`src/rtl/hpm_pkg.sv`:
```
package hpm_pkg;
  typedef enum logic [3:0] {
    A_WIN     = 4'd0,
    A_BW      = 4'd1,
    A_ERR     = 4'd2,
    A_D_MIN   = 4'd4,
    A_D_MAX   = 4'd5,
    A_D_SUM   = 4'd6,
    A_D_CNT   = 4'd7,
    A_R_MIN   = 4'd8,
    A_R_MAX   = 4'd9,
    A_R_SUM   = 4'd10,
    A_R_CNT   = 4'd11
  } hpm_addr_e;
  localparam int NUM_CH = 2;
endpackage

```
`src/rtl/hpm_lat_tracker.sv`:
```
module hpm_lat_tracker #(
  parameter int LAT_W = 16
) (
  input  logic             clk,
  input  logic             rst_n,
  input  logic             valid,
  input  logic             ready,
  input  logic             clr,
  output logic             rec_o,
  output logic [LAT_W-1:0] lat_o,
  output logic             err_o
);
  localparam logic [LAT_W-1:0] LAT_MAX = '1;

  logic [LAT_W-1:0] cnt_q, cnt_d;
  logic             err_q, err_d;
  logic             waiting, abort;

  always_comb begin
    waiting = (cnt_q != '0);
    abort   = waiting && !valid;
    if (valid && !ready) begin
      cnt_d = (cnt_q == LAT_MAX) ? cnt_q : cnt_q + LAT_W'(1);
    end else begin
      cnt_d = '0;
    end
    if (clr) begin
      err_d = 1'b0;
    end else begin
      err_d = err_q | abort;
    end
  end

  always_ff @(posedge clk or negedge rst_n) begin
    if (!rst_n) begin
      cnt_q <= '0;
      err_q <= 1'b0;
    end else begin
      cnt_q <= cnt_d;
      err_q <= err_d;
    end
  end

  assign rec_o = valid && ready;
  assign lat_o = cnt_q;
  assign err_o = err_q;


  fresh_hs_zero_chk: assert property (@(posedge clk) disable iff (!rst_n)
    (rec_o && !$past(valid)) |-> (lat_o == '0));


  abort_flag_chk: assert property (@(posedge clk) disable iff (!rst_n)
    ($past(valid && !ready) && !valid && !clr) |=> err_o);
endmodule

```
`src/rtl/hpm_lat_stats.sv`:
```
module hpm_lat_stats #(
  parameter int LAT_W = 16,
  parameter int SUM_W = 32,
  parameter int CNT_W = 16
) (
  input  logic             clk,
  input  logic             rst_n,
  input  logic             clr,
  input  logic             rec,
  input  logic [LAT_W-1:0] lat,
  output logic [LAT_W-1:0] min_o,
  output logic [LAT_W-1:0] max_o,
  output logic [SUM_W-1:0] sum_o,
  output logic [CNT_W-1:0] cnt_o
);
  localparam logic [CNT_W-1:0] CNT_MAX = '1;

  logic [LAT_W-1:0] min_q, min_d, max_q, max_d;
  logic [SUM_W-1:0] sum_q, sum_d;
  logic [CNT_W-1:0] cnt_q, cnt_d;
  logic             upd_en;

  always_comb begin
    upd_en = clr || rec;
    min_d  = min_q;
    max_d  = max_q;
    sum_d  = sum_q;
    cnt_d  = cnt_q;
    if (clr) begin
      min_d = '1;
      max_d = '0;
      sum_d = '0;
      cnt_d = '0;
    end else if (rec) begin
      if (lat < min_q) min_d = lat;
      if (lat > max_q) max_d = lat;
      sum_d = sum_q + SUM_W'(lat);
      cnt_d = (cnt_q == CNT_MAX) ? cnt_q : cnt_q + CNT_W'(1);
    end
  end

  always_ff @(posedge clk or negedge rst_n) begin
    if (!rst_n) begin
      min_q <= '1;
      max_q <= '0;
      sum_q <= '0;
      cnt_q <= '0;
    end else if (upd_en) begin
      min_q <= min_d;
      max_q <= max_d;
      sum_q <= sum_d;
      cnt_q <= cnt_d;
    end
  end

  assign min_o = min_q;
  assign max_o = max_q;
  assign sum_o = sum_q;
  assign cnt_o = cnt_q;


  min_le_max_chk: assert property (@(posedge clk) disable iff (!rst_n)
    (cnt_q != '0) |-> (min_q <= max_q));


  count_mono_chk: assert property (@(posedge clk) disable iff (!rst_n)
    !clr |=> (cnt_q >= $past(cnt_q)));
endmodule

```
`src/rtl/hpm_bw_window.sv`:
```
module hpm_bw_window #(
  parameter int               STRB_W  = 4,
  parameter int               WIN_W   = 16,
  parameter int               BYTE_W  = 32,
  parameter logic [WIN_W-1:0] DEF_WIN = 64
) (
  input  logic              clk,
  input  logic              rst_n,
  input  logic              beat,
  input  logic [STRB_W-1:0] strb,
  input  logic              len_we,
  input  logic [WIN_W-1:0]  len_wdata,
  output logic [WIN_W-1:0]  len_o,
  output logic [BYTE_W-1:0] res_o
);
  logic [WIN_W-1:0]  len_q, len_d, wcnt_q, wcnt_d;
  logic [BYTE_W-1:0] acc_q, acc_d, res_q, res_d, beat_bytes;
  logic [WIN_W:0]    wnext;
  logic              win_end, res_en;

  always_comb begin
    beat_bytes = '0;
    for (int i = 0; i < STRB_W; i++) begin
      beat_bytes = beat_bytes + BYTE_W'(strb[i]);
    end
    if (!beat) beat_bytes = '0;
  end

  always_comb begin
    wnext   = {1'b0, wcnt_q} + (WIN_W+1)'(1);
    win_end = (wnext >= {1'b0, len_q});
    len_d   = len_q;
    wcnt_d  = wcnt_q;
    acc_d   = acc_q;
    res_d   = res_q;
    res_en  = 1'b0;
    if (len_we) begin
      len_d  = len_wdata;
      wcnt_d = '0;
      acc_d  = '0;
    end else if (win_end) begin
      wcnt_d = '0;
      acc_d  = '0;
      res_d  = acc_q + beat_bytes;
      res_en = 1'b1;
    end else begin
      wcnt_d = wnext[WIN_W-1:0];
      acc_d  = acc_q + beat_bytes;
    end
  end

  always_ff @(posedge clk or negedge rst_n) begin
    if (!rst_n) begin
      len_q  <= DEF_WIN;
      wcnt_q <= '0;
      acc_q  <= '0;
    end else begin
      len_q  <= len_d;
      wcnt_q <= wcnt_d;
      acc_q  <= acc_d;
    end
  end

  always_ff @(posedge clk or negedge rst_n) begin
    if (!rst_n) begin
      res_q <= '0;
    end else if (res_en) begin
      res_q <= res_d;
    end
  end

  assign len_o = len_q;
  assign res_o = res_q;


  win_bound_chk: assert property (@(posedge clk) disable iff (!rst_n)
    (len_q != '0) |-> (wcnt_q < len_q));
endmodule

```
`src/rtl/hs_perf_monitor.sv`:
```
module hs_perf_monitor
  import hpm_pkg::*;
#(
  parameter int               STRB_W  = 4,
  parameter int               LAT_W   = 16,
  parameter int               SUM_W   = 32,
  parameter int               CNT_W   = 16,
  parameter int               WIN_W   = 16,
  parameter int               BYTE_W  = 32,
  parameter int               ADDR_W  = 4,
  parameter int               RD_W    = 32,
  parameter logic [WIN_W-1:0] DEF_WIN = 64
) (
  input  logic              clk,
  input  logic              rst_n,
  input  logic              wd_valid,
  input  logic              wd_ready,
  input  logic [STRB_W-1:0] wd_strb,
  input  logic              wr_resp_valid,
  input  logic              wr_resp_ready,
  input  logic              reg_wr_en,
  input  logic [ADDR_W-1:0] reg_wr_addr,
  input  logic [RD_W-1:0]   reg_wdata,
  input  logic [ADDR_W-1:0] reg_rd_addr,
  output logic [RD_W-1:0]   reg_rdata
);
  logic [NUM_CH-1:0] ch_valid, ch_ready, ch_rec, ch_err;
  logic [LAT_W-1:0]  ch_lat [NUM_CH];
  logic [LAT_W-1:0]  ch_min [NUM_CH];
  logic [LAT_W-1:0]  ch_max [NUM_CH];
  logic [SUM_W-1:0]  ch_sum [NUM_CH];
  logic [CNT_W-1:0]  ch_cnt [NUM_CH];
  logic              clr_stats, win_we;
  logic [WIN_W-1:0]  win_len;
  logic [BYTE_W-1:0] bw_res;

  assign ch_valid  = {wr_resp_valid, wd_valid};
  assign ch_ready  = {wr_resp_ready, wd_ready};
  assign clr_stats = reg_wr_en && (reg_wr_addr == ADDR_W'(A_BW));
  assign win_we    = reg_wr_en && (reg_wr_addr == ADDR_W'(A_WIN));

  for (genvar c = 0; c < NUM_CH; c++) begin : g_ch
    hpm_lat_tracker #(.LAT_W(LAT_W)) i_trk (
      .clk   (clk),
      .rst_n (rst_n),
      .valid (ch_valid[c]),
      .ready (ch_ready[c]),
      .clr   (clr_stats),
      .rec_o (ch_rec[c]),
      .lat_o (ch_lat[c]),
      .err_o (ch_err[c])
    );
    hpm_lat_stats #(.LAT_W(LAT_W), .SUM_W(SUM_W), .CNT_W(CNT_W)) i_st (
      .clk   (clk),
      .rst_n (rst_n),
      .clr   (clr_stats),
      .rec   (ch_rec[c]),
      .lat   (ch_lat[c]),
      .min_o (ch_min[c]),
      .max_o (ch_max[c]),
      .sum_o (ch_sum[c]),
      .cnt_o (ch_cnt[c])
    );
  end

  hpm_bw_window #(
    .STRB_W(STRB_W), .WIN_W(WIN_W), .BYTE_W(BYTE_W), .DEF_WIN(DEF_WIN)
  ) i_bw (
    .clk       (clk),
    .rst_n     (rst_n),
    .beat      (wd_valid && wd_ready),
    .strb      (wd_strb),
    .len_we    (win_we),
    .len_wdata (reg_wdata[WIN_W-1:0]),
    .len_o     (win_len),
    .res_o     (bw_res)
  );

  always_comb begin
    case (reg_rd_addr)
      ADDR_W'(A_WIN):   reg_rdata = RD_W'(win_len);
      ADDR_W'(A_BW):    reg_rdata = RD_W'(bw_res);
      ADDR_W'(A_ERR):   reg_rdata = RD_W'(ch_err);
      ADDR_W'(A_D_MIN): reg_rdata = RD_W'(ch_min[0]);
      ADDR_W'(A_D_MAX): reg_rdata = RD_W'(ch_max[0]);
      ADDR_W'(A_D_SUM): reg_rdata = RD_W'(ch_sum[0]);
      ADDR_W'(A_D_CNT): reg_rdata = RD_W'(ch_cnt[0]);
      ADDR_W'(A_R_MIN): reg_rdata = RD_W'(ch_min[1]);
      ADDR_W'(A_R_MAX): reg_rdata = RD_W'(ch_max[1]);
      ADDR_W'(A_R_SUM): reg_rdata = RD_W'(ch_sum[1]);
      ADDR_W'(A_R_CNT): reg_rdata = RD_W'(ch_cnt[1]);
      default:          reg_rdata = '0;
    endcase
  end


  clear_empties_chk: assert property (@(posedge clk) disable iff (!rst_n)
    clr_stats |=> (ch_err == '0) && (ch_cnt[0] == '0) && (ch_cnt[1] == '0));
endmodule

```
`config.mk`:
```
export PLATFORM = sky130hd
export DESIGN_NAME = hs_perf_monitor
export DESIGN_NICKNAME = d
export VERILOG_FILES = /design/src/rtl/hpm_pkg.sv /design/src/rtl/hpm_lat_tracker.sv /design/src/rtl/hpm_lat_stats.sv /design/src/rtl/hpm_bw_window.sv /design/src/rtl/hs_perf_monitor.sv
export SDC_FILE = /design/constraint.sdc
export NUM_CORES = 1
export LEC_CHECK = 0
export ABC_AREA = 1
export BUFFER_PORTS_ARGS = -buffer_cell sky130_fd_sc_hd__buf_2
export CAP_MARGIN = 20
export CORE_MARGIN = 3
export CORE_UTILIZATION = 40
export CTS_CLUSTER_SIZE = 8
export DETAILED_ROUTE_END_ITERATION = 8
export PLACE_DENSITY = 0.52
export SLEW_MARGIN = 30
export SYNTH_ARGS = -nofsm -noshare
export SYNTH_HDL_FRONTEND = slang
export SYNTH_HIERARCHICAL = 1
export SYNTH_SLANG_ARGS = --single-unit
```
`constraint.sdc`:
```
create_clock -name clk -period 3.6 [get_ports clk]
set_clock_uncertainty 0.1 [all_clocks]
set_input_delay 0.54 -clock clk [delete_from_list [all_inputs] [get_ports clk]]
set_output_delay 0.54 -clock clk [all_outputs]
set_load 0.005 [all_outputs]
```
==> reports/summary.txt, run 1 <==
number of warnings issued by yosys: 6
initial antenna violation count: 0
# DRC: 0
die boundary height: 239.4 µm
number of optimization iterations in the first detailed-route pass: 6
root buffer cell: clkbuf_16
maximum level of the CTS H-tree: 2
synthesized instance count: 3,227
layout overhead on the synthesized area: 10.97%
count of boundary I/O pins: 83
count of nets left with antenna violations after detail routing: 0
last weighted congestion value of the routability-driven placer: 0.9450
number of vias in the routed layout: 20,940
number of global-route vias before repair: 20,375
global route total overflow: 0
cell accounting for the most synthesized area: dfrtp_1
Syn Std Cell Area: 0.02178 mm²
Cell Count Post-Placement: 3,927
full die area: 0.05729 mm²
setup slack of the most critical reg-to-reg path: 0.40 ns
max frequency: 0.3130 GHz
final non-filler cell total: 4,002
first-pass GRT wire length: 113,000 µm
Synth Net Count: 3,407
most numerous cell in the Yosys netlist: nand2_1
result of the run: finished clean
clock insertion delay at the later pin of the skew report: 0.58 ns
final critical-path share of the clock period: 88.75%
clock sink total: 290
final-layout setup total negative slack: 0 ns
most used flip-flop cell after synthesis: dfrtp_1
register bit count reported by yosys: 290
category of the worst setup path launch point: register
die span in x: 239.4 µm
area taken by multi-input logic gates: 0.01233 mm²
Max transition margin: 49.64%
critical path class: reg -> reg
setup repair after global routing missed its margin: false
worst-case clock buffer depth: 3
kind of end point of the critical path: register
register area: 0.007298 mm²
Hold Worst Slack: 0.07714 ns
actual transition at the worst max-transition pin: 0.7555 ns
syn_area_per_cell: 6.750 µm²
CTS tree: built
number of synthesized flops with an enable pin: 0
final number of hold-violating endpoints: 0
Vias per Instance: 5.232
Slew Viols, Final: 0
power density over cell area: 414.1 mW/mm²
# diodes: 0
list of most frequent post-synthesis cells: nand2_1, inv_1, nand3_1
Final setup viols: 0
placeable core region: 0.05318 mm²
half-perimeter wire length after placement: 53,340 µm
class of the tightest hold or removal check: in -> reg
Final nets: 3,465
share of the synthesized area in the top cell type: 29.53%
post-route minimum period: 3.195 ns
clock transition time at the flip-flop clock pins of the worst setup and hold paths: 0.05 ns
Crit Path Max Fanout: 31
Filler Cell Count: 5,568
I/O Buffers: 66
biggest area contributors in the synthesized netlist: dfrtp_1, nand2_1, nand3_1
max-cap check violation count: 0
number of buffers created by CTS: 43
wire length per cell: 17.75 µm
Post-Layout Inst Area: 0.02417 mm²
fraction of registers with async set/reset: 100.0%
fraction of final layout cells sized beyond drive strength 1: 10.56%
buffer count from post-CTS setup fixing: 0
sequential area share after synthesis: 33.51%
unique cell type count in the Yosys netlist: 57
static power due to leakage: 13.14 nW
initial detailed-routing violation count: 1,736
cell area after placement: 0.02287 mm²
required time at the worst-slack endpoint: 4.01 ns
Cell Rows: 84
peak supply drop: 0.0003324 V
global-route usage over all layers: 24.93%
arrival time of data at the critical path endpoint: 3.60 ns
starting density of the core: 40.96%
largest net degree at the start of global routing: 81
total wire length: 71,020 µm
==> critical path, cell delays in order, from the launching register on <==
cell and delay, ns:
dfrtp_1 0.39, ha_1 0.20, nand2_1 0.07, nor2_2 0.16
nand2_2 0.11, nor3_2 0.18, nand2_1 0.14, nor2_1 0.12
nand2_1 0.05, nand2_1 0.10, inv_1 0.05, ha_1 0.33
nand2_1 0.07, nor2_1 0.08, nand4_1 0.10, nand2_1 0.08
nand2_1 0.17, nand3_4 0.19, buf_8 0.22, nand3_1 0.11
nand2_1 0.09
==> routing by layer <==
layer  vias up  wire, µm  global-route usage [%]
met2       513     32910                   41.44
met4         0      1531                   6.395
li1      10431         -                       -
met1      9893     32760                   34.12
met3       103      3820                   3.673
met5         -         0                       0
==> flip-flops by register name, summed over array words and instances, names as in the netlist <==
signal	count
g_ch.i_st/max_o	32
g_ch.i_st/min_o	32
g_ch.i_st/sum_o	64
i_bw/acc_q	32
g_ch.i_trk/err_o	2
i_bw/wcnt_q	16
i_bw/len_o	16
g_ch.i_st/cnt_o	32
g_ch.i_trk/lat_o	32
i_bw/res_o	32
==> cell usage in the layout, fill, tap and decap left out, types with 21 or more instances in the layout <==
cell type  synthesis  routed
buf_2             51      65
or2_2             35      35
inv_2             21      22
ha_1             125     124
o21ai_0           67      67
nand2_1         1067    1067
nand2_2           22      21
dfrtp_1          257     257
nand3_1          329     329
buf_4             10      43
clkbuf_16          0      44
a21oi_1           86      86
xor2_1            30      30
nand4_1          145     145
inv_1            403     403
dfstp_2           33      33
xnor2_1           25      25
clkbuf_1          26      26
nor3_1            33      32
nor2_1           303     302
==> power breakdown <==
| group | internal (mW) | switching [mW] |
|---|---|---|
| combinational | 0.675 | 1.34 |
| sequential | 3.66 | 0.416 |
| clock | 2.35 | 1.57 |
| total | 6.69 | 3.32 |
==> cells by family (layout without fill, tap and decap cells) <==
logic type               after synthesis  after routing  share of synthesized area (%)
AO/OA/AOI/OAI                        195            195                          4.998
XOR/XNOR                              55             55                          2.212
adder cells (fa/ha/maj)              129            129                          7.548
buffers and inverters                533            620                          10.03
flip-flops                           290            290                          33.51
AND/OR/NAND/NOR                     2025           2025                          41.71
==> final timing paths <==
path	start	to	depth (start not counted)
worst min-delay path	reg_wdata[12]	i_bw/len_o[12]	3
max in group asynchronous	rst_n	i_bw/len_o[6]	3
worst max-delay path	i_bw/wcnt_q[0]	i_bw/res_o[19]	20
min in group asynchronous	rst_n	g_ch[0].i_trk/lat_o[15]	2
worst min register to register	i_bw/res_o[28]	i_bw/res_o[28]	2
worst max register to register	i_bw/wcnt_q[0]	i_bw/res_o[19]	20
==> through the flow <==
| step | worst slack (ns) | util, % | total power [mW] |
|---|---|---|---|
| detailed placement | 0.09619 | 43.00 | 6.123 |
| floorplan | 0.5905 | - | 5.425 |
| global placement | 0.07693 | 43.00 | 6.062 |
| global route | 0.01343 | 45.45 | 10.57 |
| CTS | 0.07711 | 45.40 | 10.11 |
| finish | 0.4049 | 45.45 | 10.01 |
==> layout make-up <==
class / count / area share [%]
inverters: 430 / 6.719
well taps: 688 / 3.561
multi-input cells: 2404 / 51.02
clock buffers: 71 / 5.016
clock inverters: 3 / 0.2278
repair buffers: 116 / 3.261
flip-flops and latches: 290 / 30.19
==> repair_timing <==
item | 4_1_cts | 5_1_grt
hold endpoints to repair | 58 | 0
setup endpoints to repair | 0 | 32
hold buffers | 1 | 0
gates resized for setup | 0 | 5
Power figures use the tool's default switching activity.
==> run 2: changes to the inputs <==
RECOVER_POWER = 25   (was default)
REMOVE_ABC_BUFFERS = 1   (was default)
==> reports/summary.txt, run 2 (synthesis results as in run 1) <==
result of the run: complete, but fails checks
violated checks: capacitance limit, slew limit
last weighted congestion value of the routability-driven placer: 0.9452 (about the same)
largest net degree at the start of global routing: 76 (-6.2%)
clock transition time at the flip-flop clock pins of the worst setup and hold paths: 0.05 ns (about the same)
maximum level of the CTS H-tree: 2 (unchanged)
layout overhead on the synthesized area: 10.53%
global route total overflow: 0 (unchanged)
Post-Layout Inst Area: 0.02407 mm² (-0.40%)
Slew Viols, Final: 75 (+75)
final number of hold-violating endpoints: 0 (unchanged)
topmost layer with routed signal wires: met4
category of the worst setup path launch point: register
commonest cells after routing, fill and taps aside: nand2_1, inv_1, nand3_1
Cell Rows: 84 (unchanged)
final worst slack: 0.3787 ns (-0.02625 ns)
post-route minimum period: 3.221 ns (+0.02625 ns)
static power due to leakage: 13.08 nW (-0.40%)
global-route usage over all layers: 24.76% (-0.17 points)
count of nets left with antenna violations after detail routing: 0 (unchanged)
I/O Buffers: 66 (unchanged)
class of the tightest hold or removal check: in -> reg
full die area: 0.05729 mm² (unchanged)
cell area after placement: 0.02280 mm² (-0.27%)
Final nets: 3,460 (-0.14%)
number of vias in the routed layout: 20,899 (-0.20%)
max-cap check violation count: 1 (+1)
required time at the worst-slack endpoint: 4.01 ns (about the same)
detailed route wirelength on metal3: 3948 µm (+3.4%)
worst-case setup slack after placement: 0.03236 ns (-0.06383 ns)
Max transition margin: -45.42% (-95 points)
root buffer cell: clkbuf_16
number of optimization iterations in the first detailed-route pass: 6 (unchanged)
CTS tree: built
half-perimeter wire length after placement: 53,010 µm (-0.62%)
kind of end point of the critical path: register
power density over cell area: 415.4 mW/mm² (+0.31%)
Filler Cell Count: 5,609 (+0.74%)
routed metal-1 wire length: 33,640 µm (+2.7%)
wire length per cell: 17.70 µm (-0.26%)
actual transition at the worst max-transition pin: 2.181 ns (+1.426 ns)
fraction of final layout cells sized beyond drive strength 1: 10.35% (-0.21 points)
total power: 10.00 mW (about the same)
critical path class: reg -> reg
initial detailed-routing violation count: 1,725 (-0.63%)
worst-case clock buffer depth: 3 (unchanged)
total wire length: 70,860 µm (-0.24%)
clock sink total: 290 (unchanged)
flip-flop count of the largest register after layout: 64 (unchanged)
# DRC: 0 (unchanged)
final critical-path share of the clock period: 89.48% (+0.73 points)
die span in x: 239.4 µm (unchanged)
most frequent standard cell in the layout excluding fill and tap cells: nand2_1
number of buffers created by CTS: 43 (unchanged)
max frequency: 0.3104 GHz (-0.82%)
# diodes: 0 (unchanged)
initial antenna violation count: 0 (unchanged)
clock insertion delay at the later pin of the skew report: 0.57 ns (about the same)
first-pass GRT wire length: 111,500 µm (-1.4%)
Detail Route met2 WL: 31,740 µm (-3.5%)
Vias per Instance: 5.221 (-0.22%)
count of boundary I/O pins: 83 (unchanged)
peak supply drop: 0.0003754 V (+13%)
arrival time of data at the critical path endpoint: 3.64 ns (+0.04 ns)
placeable core region: 0.05318 mm² (unchanged)
starting density of the core: 40.96% (unchanged)
die boundary height: 239.4 µm (unchanged)
Final setup viols: 0 (unchanged)
number of global-route vias before repair: 19,882 (-2.4%)
Crit Path Max Fanout: 32 (+3.2%)
run 2: cell types whose count changed in the layout (fill, tap and decap cells not counted), sizes merged:
cell / delta
buf: -9
bufinv: -1
clkbuf: +9
inv: +2
run 2: final timing paths:
path	from	to	slack, ns	cells after the start
max in group asynchronous	rst_n	i_bw/len_o[15]	0.47	3
setup reg to reg	i_bw/wcnt_q[0]	i_bw/res_o[26]	0.38	20
min in group asynchronous	rst_n	g_ch[0].i_st/max_o[6]	1.04	2
setup / recovery	i_bw/wcnt_q[0]	i_bw/res_o[26]	0.38	20
hold reg to reg	i_bw/res_o[15]	i_bw/res_o[15]	0.37	2
hold / removal	reg_wdata[0]	i_bw/len_o[0]	0.08	3
run 2: critical path: stages, from the launching register on:
cell and delay (ns):
dfrtp_1 0.41, ha_1 0.21, nand2_1 0.07, nor2_2 0.15, nand2_2 0.12, nor3_2 0.18, nand2_1 0.13, nor2_1 0.11
nand2_1 0.05, nand2_1 0.08, inv_1 0.05, ha_1 0.32, nand2_1 0.08, nor2_1 0.09, nand4_1 0.11, nand2_1 0.07
nand2_1 0.18, nand3_4 0.19, buf_8 0.23, nand3_1 0.12, nand2_1 0.10
run 2: layout make-up:
| cell class | count | area [µm²] | area share (%) |
|---|---|---|---|
| timing repair buffer | 111 | 696.9 | 2.895 |
| inverter | 430 | 1624 | 6.746 |
| clock inverter | 4 | 57.56 | 0.2391 |
| sequential | 290 | 7298 | 30.32 |
| tap | 688 | 860.8 | 3.576 |
| multi-input combinational | 2404 | 12330 | 51.20 |
| clock buffer | 76 | 1210 | 5.026 |
run 2: power by group:
group	leakage, nW	internal (mW)	switching, mW
Combinational	8.65	0.666	1.34
Sequential	3.83	3.66	0.425
Clock	0.603	2.28	1.62
run 2: per-layer routing:
layer	global-route usage (%)	vias to the layer above
li1	-	10449
met1	35.42	9835
met2	39.47	527
met3	3.535	88
met4	6.267	0
met5	0	-
run 2: metrics by stage:
| stage | setup TNS, ns | std cells | util, % | hold WS [ns] |
|---|---|---|---|---|
| 2_1_floorplan | -188.94 | 3124 | - | 0.1444 |
| 3_3_place_gp | 0 | 3922 | 42.88 | 0.3539 |
| 3_5_place_dp | 0 | 3922 | 42.88 | 0.3604 |
| 4_1_cts | 0 | 4003 | 45.28 | 0.04644 |
| 5_1_grt | -0.002757 | 4003 | 45.27 | 0.07357 |
| 6_report | 0 | 4003 | 45.27 | 0.08088 |
run 2: repair_timing:
action,CTS,global route
hold endpoints to repair,57,0
endpoints found under the setup margin,0,77
setup buffers,0,0
hold buffers,1,0
gates resized for setup,0,5
==> run 3: changes to the inputs <==
SYNTH_HIERARCHICAL = default   (was 1)
==> reports/summary.txt, run 3 <==
starting density of the core: 40.91% (-0.046 points)
final number of hold-violating endpoints: 0 (unchanged)
endpoint with the worst hold slack: i_bw.len_o[9]
setup repair after global routing missed its margin: false
XOR/XNOR Fraction of Synth Area: 1.865% (-0.35 points)
Hold Worst Slack: 0.1219 ns (+0.04103 ns)
critical path class: reg -> reg
kind of end point of the critical path: register
buffer and inverter count on the worst path: 4 (+2)
clock transition time at the flip-flop clock pins of the worst setup and hold paths: 0.06 ns (about the same)
number of vias in the routed layout: 19,554 (-6.4%)
cell depth of the worst min-delay path: 3 (unchanged)
final-layout setup total negative slack: 0 ns (unchanged)
setup slack of the most critical reg-to-reg path: 0.35 ns (-0.03 ns)
startpoint of the tightest hold check path: reg_wdata[9]
Int Pwr: 6.642 mW (+0.53%)
number of buffers created by CTS: 42 (-2.3%)
arrival time of data at the critical path endpoint: 3.57 ns (-0.07 ns)
flip-flop count of the largest register after layout: 64 (unchanged)
Final setup viols: 0 (unchanged)
wire length per cell: 18.86 µm (+6.6%)
placeable core region: 0.04936 mm² (-7.2%)
initial detailed-routing violation count: 1,548 (-10%)
actual transition at the worst max-transition pin: 2.157 ns (-0.02411 ns)
Max transition margin: -43.82% (+1.6 points)
clock insertion delay at the later pin of the skew report: 0.57 ns (about the same)
commonest cells after routing, fill and taps aside: nand2_1, inv_1, nor2_1
category of the worst setup path launch point: register
die boundary height: 230.7 µm (-3.6%)
biggest area contributors in the synthesized netlist: dfrtp_1, nand2_1, inv_1
global route total overflow: 0 (unchanged)
total power: 10.24 mW (+2.4%)
Synth Area in Adders: 8.142% (+0.59 points)
largest net degree at the start of global routing: 99 (+30%)
portion of total power attributed to the clock network: 35.8% (-3.2 points)
full die area: 0.05321 mm² (-7.1%)
fraction of final layout cells sized beyond drive strength 1: 8.439% (-1.9 points)
half-perimeter wire length after placement: 52,450 µm (-1.1%)
last weighted congestion value of the routability-driven placer: 0.9410 (-0.44%)
most frequent standard cell in the layout excluding fill and tap cells: nand2_1
static power due to leakage: 11.55 nW (-12%)
I/O Buffers: 66 (unchanged)
gate family responsible for the most delay along the worst path: simple AND/OR/NAND/NOR gates
max-cap check violation count: 1 (unchanged)
layout overhead on the synthesized area: 12.02%
register bit count reported by yosys: 290 (unchanged)
worst-case clock buffer depth: 3 (unchanged)
Syn Std Cell Area: 0.02019 mm² (-7.3%)
RR Startpoint: i_bw.wcnt_q[0]
clock sink total: 290 (unchanged)
Worst Reg2Reg Path Length in Cells: 20 (unchanged)
die span in x: 230.7 µm (-3.6%)
sequential area share after synthesis: 36.14% (+2.6 points)
proportion of power drawn by combinational gates: 25.2% (+5.1 points)
first-pass GRT wire length: 109,100 µm (-2.1%)
dominant combinational cell family by area after synthesis: simple AND/OR/NAND/NOR gates
number of warnings issued by yosys: 0 (-6)
cell area after placement: 0.02146 mm² (-5.9%)
Psw: 3.595 mW (+5.9%)
Final nets: 3,142 (-9.2%)
slowest stage cell, crit path: dfrtp_1
root buffer cell: clkbuf_16
post-synthesis share of cell area spent on and, or, nand and nor gates: 33.06% (-8.6 points)
Critical Path, Cell by Cell: ha_1 -> nand3_2 -> inv_1 -> nand2_2 -> inv_2 -> nand2_1 -> nor2_1 -> xor2_1 -> inv_1 -> ha_1 -> nand2_1 -> nor2_1 -> nand2_1 -> nor2_1 -> nand2_1 -> nand3_1 -> nor2_2 -> nand4_4 -> buf_6 -> a21oi_1
number of synthesized flops with an enable pin: 0 (unchanged)
share of the synthesized area in the top cell type: 31.85% (+2.3 points)
Slew Viols, Final: 73 (-2.7%)
share of total power consumed by net switching: 35.12% (+1.2 points)
total wire length: 68,840 µm (-2.8%)
# DRC: 0 (unchanged)
violated checks: capacitance limit, slew limit
number of optimization iterations in the first detailed-route pass: 7 (+1)
count of boundary I/O pins: 83 (unchanged)
maximum level of the CTS H-tree: 2 (unchanged)
syn_area_per_cell: 7.023 µm² (+4.1%)
buffer count from post-CTS setup fixing: 0 (unchanged)
number of global-route vias before repair: 18,918 (-4.8%)
Synth Area in Compound Gates: 10.79% (+5.8 points)
Filler Cell Count: 5,125 (-8.6%)
Cell Rows: 81 (-3.6%)
cell accounting for the most synthesized area: dfrtp_1
fraction of registers with async set/reset: 100.0% (unchanged)
post-route minimum period: 3.251 ns (+0.02947 ns)
class of the tightest hold or removal check: in -> reg
peak supply drop: 0.0003194 V (-15%)
required time at the worst-slack endpoint: 3.92 ns (-0.09 ns)
count of nets left with antenna violations after detail routing: 0 (unchanged)
Most common cell on crit path: nand2_1
global-route usage over all layers: 26.11% (+1.4 points)
logic depth of the worst path, buffers included: 20 (unchanged)
max frequency: 0.3076 GHz (-0.91%)
Flop pwr share: 39.1% (-1.8 points)
initial antenna violation count: 0 (unchanged)
# diodes: 0 (unchanged)
list of most frequent post-synthesis cells: nand2_1, inv_1, nor2_1
most used flip-flop cell after synthesis: dfrtp_1
final critical-path share of the clock period: 90.30% (+0.82 points)
portion of netlist area occupied by mux cells: 0.05577% (+0.056 points)
Crit Path Max Fanout: 32 (unchanged)
Post-Layout Inst Area: 0.02262 mm² (-6.0%)
critical path's largest stage delay: 0.44 ns (+0.03 ns)
Vias per Instance: 5.357 (+2.6%)
power density over cell area: 452.6 mW/mm² (+9.0%)
CTS tree: built
synthesized instance count: 2,875 (-11%)
unique cell type count in the Yosys netlist: 52 (-8.8%)
result of the run: complete, but fails checks
RR Endpoint: i_bw.acc_q[23]
most numerous cell in the Yosys netlist: nand2_1
run 3: layout make-up:
class                   instances  area (µm²)  share of cell area [%]
well taps                     664       830.8                   3.673
flip-flops and latches        290        7298                   32.27
inverters                     427        1603                   7.086
clock buffers                  65        1137                   5.028
repair buffers                123       829.5                   3.667
multi-input cells            2078       10890                   48.13
clock inverters                 3       33.78                  0.1494
run 3: worst max path at each step:
stage	slack, ns	to	startpoint
finish	0.35	i_bw.acc_q[23]	i_bw.wcnt_q[0]
global route	0.02	g_ch[0].i_st.max_o[8]	rst_n
CTS	0.18	i_bw.acc_q[9]	i_bw.wcnt_q[0]
detailed placement	0.08	i_bw.acc_q[14]	wd_strb[0]
global placement	0.12	i_bw.acc_q[14]	wd_strb[0]
floorplan	-3.75	g_ch[1].i_st.cnt_o[10]	reg_wr_addr[3]
run 3: power by group through the flow:
| stage | sequential (mW) | combinational, mW | clock (mW) |
|---|---|---|---|
| floorplan | 3.96 | 1.64 | 0 |
| finish | 4.00 | 2.58 | 3.66 |
| CTS | 4.00 | 2.57 | 3.76 |
| detailed placement | 4.04 | 2.56 | 0 |
| global route | 4.05 | 2.91 | 3.91 |
| global placement | 4.04 | 2.51 | 0 |
run 3: repair_timing:
action / in CTS / in global routing
endpoints found under the setup margin: 0 / 64
hold buffers: 1 / 0
hold endpoints to repair: 47 / 0
resized for setup: 0 / 3
run 3: worst min-delay path: stages:
cell and delay [ns]:
buf_2 0.07, nor2_1 0.03, a21oi_1 0.09
run 3: routing by layer:
layer  GRT usage [%]  part of all wire, %
met5               0                    0
met1           39.46                   48
met4           9.316                  3.7
met3           3.171                  6.5
met2           38.21                   41
run 3: cells by family (layout without fill, tap and decap cells):
| logic type | count (synthesis) | count (layout) |
|---|---|---|
| flops | 290 | 290 |
| xor+xnor | 43 | 43 |
| simple gates | 1523 | 1523 |
| fa+ha+maj | 129 | 129 |
| mux | 1 | 1 |
| compound gates | 382 | 382 |
| buf+inv | 507 | 618 |
run 3: stage by stage:
step                util, %  cells  setup slack (ns)
floorplan                 -   2795            -3.751
global placement      43.48   3581            0.1220
detailed placement    43.48   3581           0.08045
CTS                   45.87   3650            0.1848
global route          45.83   3650           0.01570
finish                45.83   3650            0.3492
